`config.mk`:
```
export PLATFORM = sky130hd
export DESIGN_NAME = intr_vector_unit
export DESIGN_NICKNAME = d
export VERILOG_FILES = /design/src/rtl/intr_vector_pkg.sv /design/src/rtl/intr_edge_sync.sv /design/src/rtl/intr_prio_sel.sv /design/src/rtl/intr_pending_reg.sv /design/src/rtl/intr_vector_unit.sv
export SDC_FILE = /design/constraint.sdc
export NUM_CORES = 1
export LEC_CHECK = 0
export ABC_AREA = 1
export BUFFER_PORTS_ARGS = -buffer_cell sky130_fd_sc_hd__buf_2
export CORE_ASPECT_RATIO = 1.5
export CORE_MARGIN = 3
export CORE_UTILIZATION = 30
export CTS_CLUSTER_SIZE = 14
export DETAILED_ROUTE_END_ITERATION = 8
export PLACE_DENSITY = 0.7
export SYNTH_ARGS = -nofsm -noshare
export SYNTH_HDL_FRONTEND = slang
export SYNTH_SLANG_ARGS = --single-unit
```
`constraint.sdc`:
```
create_clock -name clk -period 1.3 [get_ports clk]
set_input_delay 0.26 -clock clk [delete_from_list [all_inputs] [get_ports clk]]
set_output_delay 0.26 -clock clk [all_outputs]
set_load 0.005 [all_outputs]
```
`src/rtl/intr_vector_pkg.sv`:
```
`timescale 1ns/1ps
package intr_vector_pkg;
  localparam int NSRC       = 8;
  localparam int REG_W      = 16;
  localparam int ADDR_W     = 16;
  localparam int MASK_LO    = 4;
  localparam int VEC_STRIDE = 2;
  localparam int SYNC_STG   = 2;
  // slot indices whose position is decoded by the sequencer
  localparam int SLOT_RESET = 0;
  localparam int SLOT_NMI   = 1;
  localparam int SLOT_BUS   = 2;
  localparam int SLOT_ARITH = 4;
  localparam int SLOT_EXT   = 7;
endpackage

```
`src/rtl/intr_edge_sync.sv`:
```
`timescale 1ns/1ps
module intr_edge_sync #(
  parameter int STAGES = 2
) (
  input  logic clk,
  input  logic rst_n,
  input  logic async_in,
  output logic rise
);
  logic [STAGES-1:0] sync_q;
  logic              last_q;

  always_ff @(posedge clk or negedge rst_n) begin
    if (!rst_n) begin
      sync_q <= '0;
      last_q <= 1'b0;
    end else begin
      sync_q <= {sync_q[STAGES-2:0], async_in};
      last_q <= sync_q[STAGES-1];
    end
  end

  assign rise = sync_q[STAGES-1] & ~last_q;
endmodule

```
`src/rtl/intr_prio_sel.sv`:
```
`timescale 1ns/1ps
module intr_prio_sel #(
  parameter int N     = 8,
  parameter int IDX_W = $clog2(N)
) (
  input  logic [N-1:0]     elig,
  output logic             any,
  output logic [IDX_W-1:0] idx
);
  // lowest index wins: scan downward so the last hit is the lowest
  always_comb begin
    any = |elig;
    idx = '0;
    for (int i = N - 1; i >= 0; i--) begin
      if (elig[i]) idx = IDX_W'(i);
    end
  end
endmodule

```
`src/rtl/intr_pending_reg.sv`:
```
`timescale 1ns/1ps
module intr_pending_reg #(
  parameter int N = 8,
  parameter logic [N-1:0] RST_VAL = {{(N-1){1'b0}}, 1'b1}
) (
  input  logic         clk,
  input  logic         rst_n,
  input  logic [N-1:0] set_req,
  input  logic [N-1:0] clr_one,
  input  logic         clr_all,
  output logic [N-1:0] pend
);
  logic [N-1:0] pend_q;
  logic [N-1:0] pend_d;

  // a new request always wins over a clear in the same cycle
  always_comb begin
    if (clr_all) pend_d = set_req;
    else         pend_d = (pend_q & ~clr_one) | set_req;
  end

  always_ff @(posedge clk or negedge rst_n) begin
    if (!rst_n) pend_q <= RST_VAL;
    else        pend_q <= pend_d;
  end

  assign pend = pend_q;
endmodule

```
`src/rtl/intr_vector_unit.sv`:
```
`timescale 1ns/1ps
module intr_vector_unit
  import intr_vector_pkg::*;
#(
  parameter int N_SLOT   = NSRC,
  parameter int PEND_W   = REG_W,
  parameter int VADDR_W  = ADDR_W,
  parameter int MASK_BASE = MASK_LO,
  parameter int STRIDE   = VEC_STRIDE,
  parameter int SYNC_N   = SYNC_STG
) (
  input  logic                          clk,
  input  logic                          rst_n,
  input  logic                          rst_req,
  input  logic                          nmi_pin,
  input  logic                          bus_err_req,
  input  logic                          mem_busy,
  input  logic                          arith_req,
  input  logic                          irq_pin,
  input  logic [N_SLOT-MASK_BASE-1:0]   irq_en,
  output logic                          take_valid,
  input  logic                          take_ready,
  output logic [VADDR_W-1:0]            vec_addr,
  output logic                          push_ret,
  output logic [N_SLOT-MASK_BASE-1:0]   mask_clr,
  output logic                          flag_clr,
  output logic [PEND_W-1:0]             pend_rd
);
  localparam int IDX_W = $clog2(N_SLOT);
  localparam int N_MSK = N_SLOT - MASK_BASE;

  logic             nmi_rise, ext_rise;
  logic [N_SLOT-1:0] raw_req, gated_req, pend, elig, clr_one;
  logic             any_elig, fire, clr_all;
  logic [IDX_W-1:0] sel_idx;

  intr_edge_sync #(.STAGES(SYNC_N)) u_nmi_sync (
    .clk(clk), .rst_n(rst_n), .async_in(nmi_pin), .rise(nmi_rise));
  intr_edge_sync #(.STAGES(SYNC_N)) u_ext_sync (
    .clk(clk), .rst_n(rst_n), .async_in(irq_pin), .rise(ext_rise));

  // per-slot request sources; unlisted slots are reserved and stay idle
  always_comb begin
    raw_req             = '0;
    raw_req[SLOT_RESET] = rst_req;
    raw_req[SLOT_NMI]   = nmi_rise;
    raw_req[SLOT_BUS]   = bus_err_req & mem_busy;
    raw_req[SLOT_ARITH] = arith_req;
    raw_req[SLOT_EXT]   = ext_rise;
  end

  // maskable slots neither latch nor get offered while disabled
  for (genvar i = 0; i < N_SLOT; i++) begin : g_slot
    if (i >= MASK_BASE) begin : g_msk
      assign gated_req[i] = raw_req[i] & irq_en[i-MASK_BASE];
      assign elig[i]      = pend[i] & irq_en[i-MASK_BASE];
    end else begin : g_nmsk
      assign gated_req[i] = raw_req[i];
      assign elig[i]      = pend[i];
    end
  end

  intr_prio_sel #(.N(N_SLOT), .IDX_W(IDX_W)) u_sel (
    .elig(elig), .any(any_elig), .idx(sel_idx));

  assign take_valid = any_elig;
  assign fire       = any_elig & take_ready;
  assign clr_all    = fire && (sel_idx == IDX_W'(SLOT_RESET));
  assign clr_one    = fire ? (N_SLOT'(1) << sel_idx) : '0;

  intr_pending_reg #(.N(N_SLOT)) u_pend (
    .clk(clk), .rst_n(rst_n), .set_req(gated_req),
    .clr_one(clr_one), .clr_all(clr_all), .pend(pend));

  assign vec_addr = VADDR_W'(sel_idx) * VADDR_W'(STRIDE);
  assign push_ret = any_elig && (sel_idx != IDX_W'(SLOT_RESET));
  assign flag_clr = clr_all;

  for (genvar j = 0; j < N_MSK; j++) begin : g_mclr
    assign mask_clr[j] = fire && (sel_idx == IDX_W'(MASK_BASE + j));
  end

  assign pend_rd = PEND_W'(pend);
endmodule

```
==> results.sh, run 1 <==
export IMPL_cts_inserted_buffers=3
export IMPL_clk_pin_slew_ps=60
export IMPL_cts_tree="done"
export IMPL_gp_congestion=0.7273
export IMPL_regToRegSetupSlack_ps=-120
export IMPL_synthCells=103
export IMPL_setup_viol=16
export IMPL_ys_ff_latch=14
export IMPL_setup_tns_ps=-3951
export IMPL_violations="negative setup slack"
export IMPL_slew_viol_final=0
export IMPL_routed_via_density=3.949
export IMPL_grt_pass1_vias=694
export IMPL_m1WireLength_um=728
export IMPL_hold_depth=1
export IMPL_hp_class="input port to register"
export IMPL_layout_setup_ws_ps=-441.0
export IMPL_routed_wl_met3_um=153
export IMPL_yosys_warnings=0
export IMPL_top_layer_used="met4"
export IMPL_syn_to_final_growth_pct=53.80
export IMPL_avgSynthCellArea_um2=8.309
export IMPL_clock_sinks=14
export IMPL_cts_root_buf="clkbuf_8"
export IMPL_critical_path_startpoint_type="register"
export IMPL_die_area_mm2=0.003543
export IMPL_hold_end="u_ext_sync.sync_q[0]"
export IMPL_cp_max_fo=2
export IMPL_hold_violations=0
export IMPL_grtUsageTotal=0.1057
export IMPL_nets=174
export IMPL_cap_violations=0
export IMPL_min_from="irq_pin"
export IMPL_timing_final_crit_share=1.339
export IMPL_fp_dieH_um=71.42
export IMPL_drive_gt1_frac=0.5688
export IMPL_wl_um=1948
export IMPL_insertion_delay_ps=240
export IMPL_crit_type="register to output port"
export IMPL_drtIter0Drc=4
export IMPL_fillCellCount=272
export IMPL_portBuffers=30
export IMPL_required_ps=1040
export IMPL_worstPathArrival_ps=1480
export IMPL_rr_worst_depth=10
export IMPL_grt_overflow_total=0
export IMPL_row_count=23
export IMPL_antenna_left=0
export IMPL_powerDensity_mw_per_mm2=903.5
export IMPL_min_period_ps=1741
export IMPL_rsz0062_at_grt="true"
export IMPL_finish_utilization=0.4866
export IMPL_p_leak_nw=0.7931
export IMPL_ir_drop_mv=0.5806
export IMPL_grt_max_degree=15
export IMPL_grt_pass1_wl_um=2891
export IMPL_dr_pass1_iters=2
export IMPL_yosys_cell_types_count=19
export IMPL_wl_met2_um=1053
export IMPL_synth_seq_area_share=0.4108
export IMPL_fmax_ghz=0.5744
export IMPL_cts_max_level=1
export IMPL_reg2reg_to="u_pend.pend[6]"
export IMPL_wire_per_inst_um=9.888
export IMPL_antenna_found_initial=0
export IMPL_via_count=778
export IMPL_coreArea_mm2=0.002705
export IMPL_fin_skew_ps=5.303
export IMPL_ios=52
export IMPL_clk_path_buf_depth=2
export IMPL_r2r_start="u_pend.pend[6]"
export IMPL_end_kind="output port"
export IMPL_n_antenna_cell=0
export IMPL_outcome="finished with violations"
export IMPL_hpwl_um=1534
export IMPL_die_x_um=49.61
export IMPL_drc=0
export IMPL_synth_area_um2=855.8
export IMPL_start_util=0.3164
==> synth_stat cells <==
library cell / n / share of area
a21oi_1: 1 / 0.0058
buf_4: 21 / 0.18
conb_1: 1 / 0.0044
dfrtp_1: 13 / 0.38
dfstp_2: 1 / 0.031
inv_1: 16 / 0.070
inv_2: 1 / 0.0044
nand2_1: 23 / 0.10
nand2_2: 6 / 0.044
nand3_1: 3 / 0.018
nand3_2: 4 / 0.047
nor2_1: 3 / 0.013
nor2_2: 1 / 0.0073
nor2_4: 2 / 0.026
nor3_1: 1 / 0.0058
nor3_2: 2 / 0.023
o21ai_2: 1 / 0.010
o21bai_1: 2 / 0.018
o22ai_1: 1 / 0.0073
==> per-stage QoR <==
step / setup WS, ps / instances / total power (W) / hold slack [ps] / cell area, um^2
4_1_cts: -423.6 / 195 / 0.001165 / 114.9 / 1237
2_1_floorplan: -18.91 / 123 / 0.0006564 / -35.59 / 930.9
3_3_place_gp: -147.2 / 187 / 0.0007545 / 170.3 / 1105
6_report: -441.0 / 197 / 0.001189 / 119.4 / 1316
3_5_place_dp: -167.8 / 187 / 0.0007584 / 175.7 / 1105
5_1_grt: -522.4 / 197 / 0.001254 / 115.9 / 1316
==> area by class of cell <==
cell class / count / area, um^2 / area share
multi-input cells: 71 / 430.4 / 0.3270
repair buffers: 54 / 379.1 / 0.2880
flip-flops and latches: 14 / 351.6 / 0.2671
inverters: 17 / 63.81 / 0.04848
well taps: 37 / 46.29 / 0.03517
clock buffers: 4 / 45.04 / 0.03422
==> power breakdown <==
group / total (W) / switching, W / internal (W)
registers: 0.000480 / 0.0000146 / 0.000466
logic: 0.000347 / 0.000177 / 0.000170
clock network: 0.000362 / 0.000146 / 0.000216
total: 0.00119 / 0.000337 / 0.000852
==> timing repair <==
| item | CTS | global route |
|---|---|---|
| gates resized for setup | 13 | 19 |
| cloned | 0 | 0 |
| endpoints found under the hold margin | 13 | 0 |
| buffers inserted | 6 | 3 |
| hold buffers | 1 | 0 |
| pin swaps | 7 | 3 |
| setup endpoints to repair | 16 | 17 |
==> worst max-delay path by stage <==
stage,start,end,cells past startpoint
6_report,u_pend.pend[6],vec_addr[3],8
5_1_grt,u_pend.pend[7],mask_clr[0],12
4_1_cts,u_pend.pend[2],mask_clr[3],8
3_5_place_dp,u_pend.pend[4],mask_clr[3],9
3_3_place_gp,u_pend.pend[4],mask_clr[0],9
2_1_floorplan,u_pend.pend[2],mask_clr[3],7
==> metal layers <==
| metal | vias to the layer above | track usage |
|---|---|---|
| met5 | - | 0 |
| met1 | 358 | 0.1149 |
| met4 | 0 | 0.05846 |
| met3 | 2 | 0.03119 |
| li1 | 385 | - |
| met2 | 33 | 0.1811 |
==> registers in the layout (all words and copies together) (netlist names) <==
register / cells
u_pend.pend: 8
u_ext_sync.sync_q: 2
u_nmi_sync.sync_q: 2
u_ext_sync.last_q: 1
u_nmi_sync.last_q: 1
==> cell families (layout without fill, tap and decap cells) <==
kind of cell / count (synthesis) / after routing / share of synthesized area
compound gates: 5 / 5 / 0.04093
buf+inv: 38 / 75 / 0.2588
flops: 14 / 14 / 0.4108
other cells: 1 / 21 / 0.004382
simple gates: 45 / 45 / 0.2851
==> cells in the final DEF (no fill, tap or decap), drive strengths merged <==
master       netlist  final
buf               21     53
nand2             29     29
conb               1     21
inv               17     17
dfrtp             13     13
nand3              7      7
nor2               6      6
clkbuf             0      4
nor3               3      3
o21bai             2      2
o22ai              1      1
a21oi              1      1
o21ai              1      1
dlygate4sd3        0      1
dfstp              1      1
==> worst max-delay path, stage by stage (launching register included) <==
cell	delay, ps
dfrtp_1	400
nand2_2	90
nand2_2	80
nor2_4	160
nor2_4	60
buf_4	120
buf_4	120
buf_6	100
buf_6	100
(Power assumes the default switching activity.)
==> run 2, diff against run 1 <==
RECOVER_POWER = 100   (was default)
==> run 2 against run 1 <==
The flow still finishes with violations (negative setup slack). Worst setup slack improved by 3.9 ps. Sequential share of layout area rose by 0.13 points. Sequential power barely moved. Non-clock buffer count did not move. Global-route usage did not move. Critical endpoint unchanged. First-iteration DRC count rose by 50%. Via count fell by 0.13%. Maximum frequency rose by 0.23%. Clock skew barely moved.
==> results.sh, run 2 (same netlist as run 1, synthesis figures left out) <==
export IMPL_clock_sinks=14
export IMPL_slew_viol_final=0
export IMPL_multiInputGateArea_um2=430.4
export IMPL_fmax_ghz=0.5757
export IMPL_hpwl_um=1534
export IMPL_fin_skew_ps=4.852
export IMPL_timing_final_crit_share=1.336
export IMPL_fillCellCount=275
export IMPL_grt_overflow_total=0
export IMPL_grtUsageTotal=0.1057
export IMPL_dr_pass1_iters=4
export IMPL_setup_viol=16
export IMPL_rr_worst_depth=10
export IMPL_syn_to_final_growth_pct=53.07
export IMPL_antenna_left=0
export IMPL_cts_root_buf="clkbuf_8"
export IMPL_n_antenna_cell=0
export IMPL_powerDensity_mw_per_mm2=902.2
export IMPL_pre_cts_ws_ps=-167.8
export IMPL_max_slew_margin=0.4883
export IMPL_final_common_cell="buf_2"
export IMPL_cts_max_level=1
export IMPL_drive_gt1_frac=0.5500
export IMPL_rsz0062_at_grt="true"
export IMPL_regToRegSetupSlack_ps=-110
export IMPL_grt_max_degree=15
export IMPL_die_area_mm2=0.003543
export IMPL_layout_cells_non_filler=197
export IMPL_ios=52
export IMPL_crit_type="register to output port"
export IMPL_insertion_delay_ps=240
export IMPL_worstPathArrival_ps=1480
export IMPL_fp_dieH_um=71.42
export IMPL_clk_path_buf_depth=2
export IMPL_start_util=0.3164
export IMPL_clk_pin_slew_ps=60
export IMPL_coreArea_mm2=0.002705
export IMPL_grt_pass1_vias=694
export IMPL_finalPower_w=0.001182
export IMPL_min_from="irq_pin"
export IMPL_r2r_start="u_pend.pend[6]"
export IMPL_largest_reg_flops=8
export IMPL_hold_end="u_ext_sync.sync_q[0]"
export IMPL_required_ps=1040
export IMPL_worstMarginPinSlew_ps=767.6
export IMPL_cap_violations=0
export IMPL_via_count=777
export IMPL_cp_max_fo=2
export IMPL_hold_violations=0
export IMPL_place_inst=187
export IMPL_wire_per_inst_um=9.848
export IMPL_cts_tree="done"
export IMPL_final_cell_mix="buf_2, conb_1, nand2_1, dfrtp_1"
export IMPL_layout_setup_ws_ps=-437.1
export IMPL_drtIter0Drc=6
export IMPL_row_count=23
export IMPL_seqCellArea_um2=351.6
export IMPL_reg2reg_to="u_pend.pend[6]"
export IMPL_end_kind="output port"
export IMPL_outcome="finished with violations"
export IMPL_violations="negative setup slack"
export IMPL_grt_pass1_wl_um=2891
export IMPL_nets=174
export IMPL_die_x_um=49.61
export IMPL_gp_congestion=0.7273
export IMPL_critical_path_startpoint_type="register"
export IMPL_cts_inserted_buffers=3
export IMPL_min_period_ps=1737
export IMPL_hold_depth=1
export IMPL_drc=0
export IMPL_wl_um=1940
export IMPL_portBuffers=30
export IMPL_p_leak_nw=0.7818
export IMPL_routed_via_density=3.944
export IMPL_ir_drop_mv=0.5763
export IMPL_antenna_found_initial=0
export IMPL_hp_class="input port to register"
-- run 2: changes by cell type in the layout (fill, tap and decap cells not counted), sizes merged --
cell | before | now
buf | 53 | 46
clkbuf | 4 | 11
-- run 2: worst max-delay path, cell delays in order, from the launching register on --
cell and delay (ps):
dfrtp_1 400, nand2_2 80, nand2_2 80, nor2_4 160
nor2_4 60, buf_4 120, buf_4 120, buf_6 100
buf_6 100
-- run 2: layout make-up --
type,instances,area share
multi-input cells,71,0.3286
repair buffers,54,0.2846
flip-flops and latches,14,0.2684
inverters,17,0.04871
well taps,37,0.03534
clock buffers,4,0.03438
-- run 2: how the worst max path moves through the flow --
| stage | startpoint | slack, ps | to |
|---|---|---|---|
| final | u_pend.pend[6] | -440 | vec_addr[3] |
| after global routing | u_pend.pend[7] | -520 | mask_clr[0] |
| after CTS | u_pend.pend[2] | -420 | mask_clr[3] |
| after detailed placement | u_pend.pend[4] | -170 | mask_clr[3] |
| after global placement | u_pend.pend[4] | -150 | mask_clr[0] |
| after floorplan | u_pend.pend[2] | -20 | mask_clr[3] |
-- run 2: metrics by stage --
stage / utilization / setup TNS, ps / hold WS (ps) / area (um^2)
final: 0.4843 / -3882 / 120.2 / 1310
after global routing: 0.4843 / -5250 / 115.9 / 1310
after CTS: 0.4574 / -4092 / 114.9 / 1237
after detailed placement: 0.4084 / -1156 / 175.7 / 1105
after global placement: 0.4084 / -913.5 / 170.3 / 1105
after floorplan: - / -34.35 / -35.59 / 930.9
-- run 2: where the power goes --
| part | leakage (nW) | total, W | internal (W) | switching, W |
|---|---|---|---|---|
| combinational | 0.588 | 0.000342 | 0.000165 | 0.000177 |
| sequential | 0.171 | 0.000480 | 0.000466 | 0.0000144 |
| clock | 0.0228 | 0.000360 | 0.000216 | 0.000144 |
-- run 2: what timing repair did --
action,CTS,global route
setup endpoints to repair,16,17
pin swaps,7,3
hold buffers,1,0
resized for setup,13,19
cloned,0,0
hold endpoints to repair,13,0
buffers inserted,6,3
-- run 2: metal layers --
metal	wire length, um	GRT usage	vias to the layer above
li1	-	-	386
met1	722	0.1149	356
met2	1052	0.1811	33
met3	153	0.03119	2
met4	12	0.05846	0
met5	0	0	-
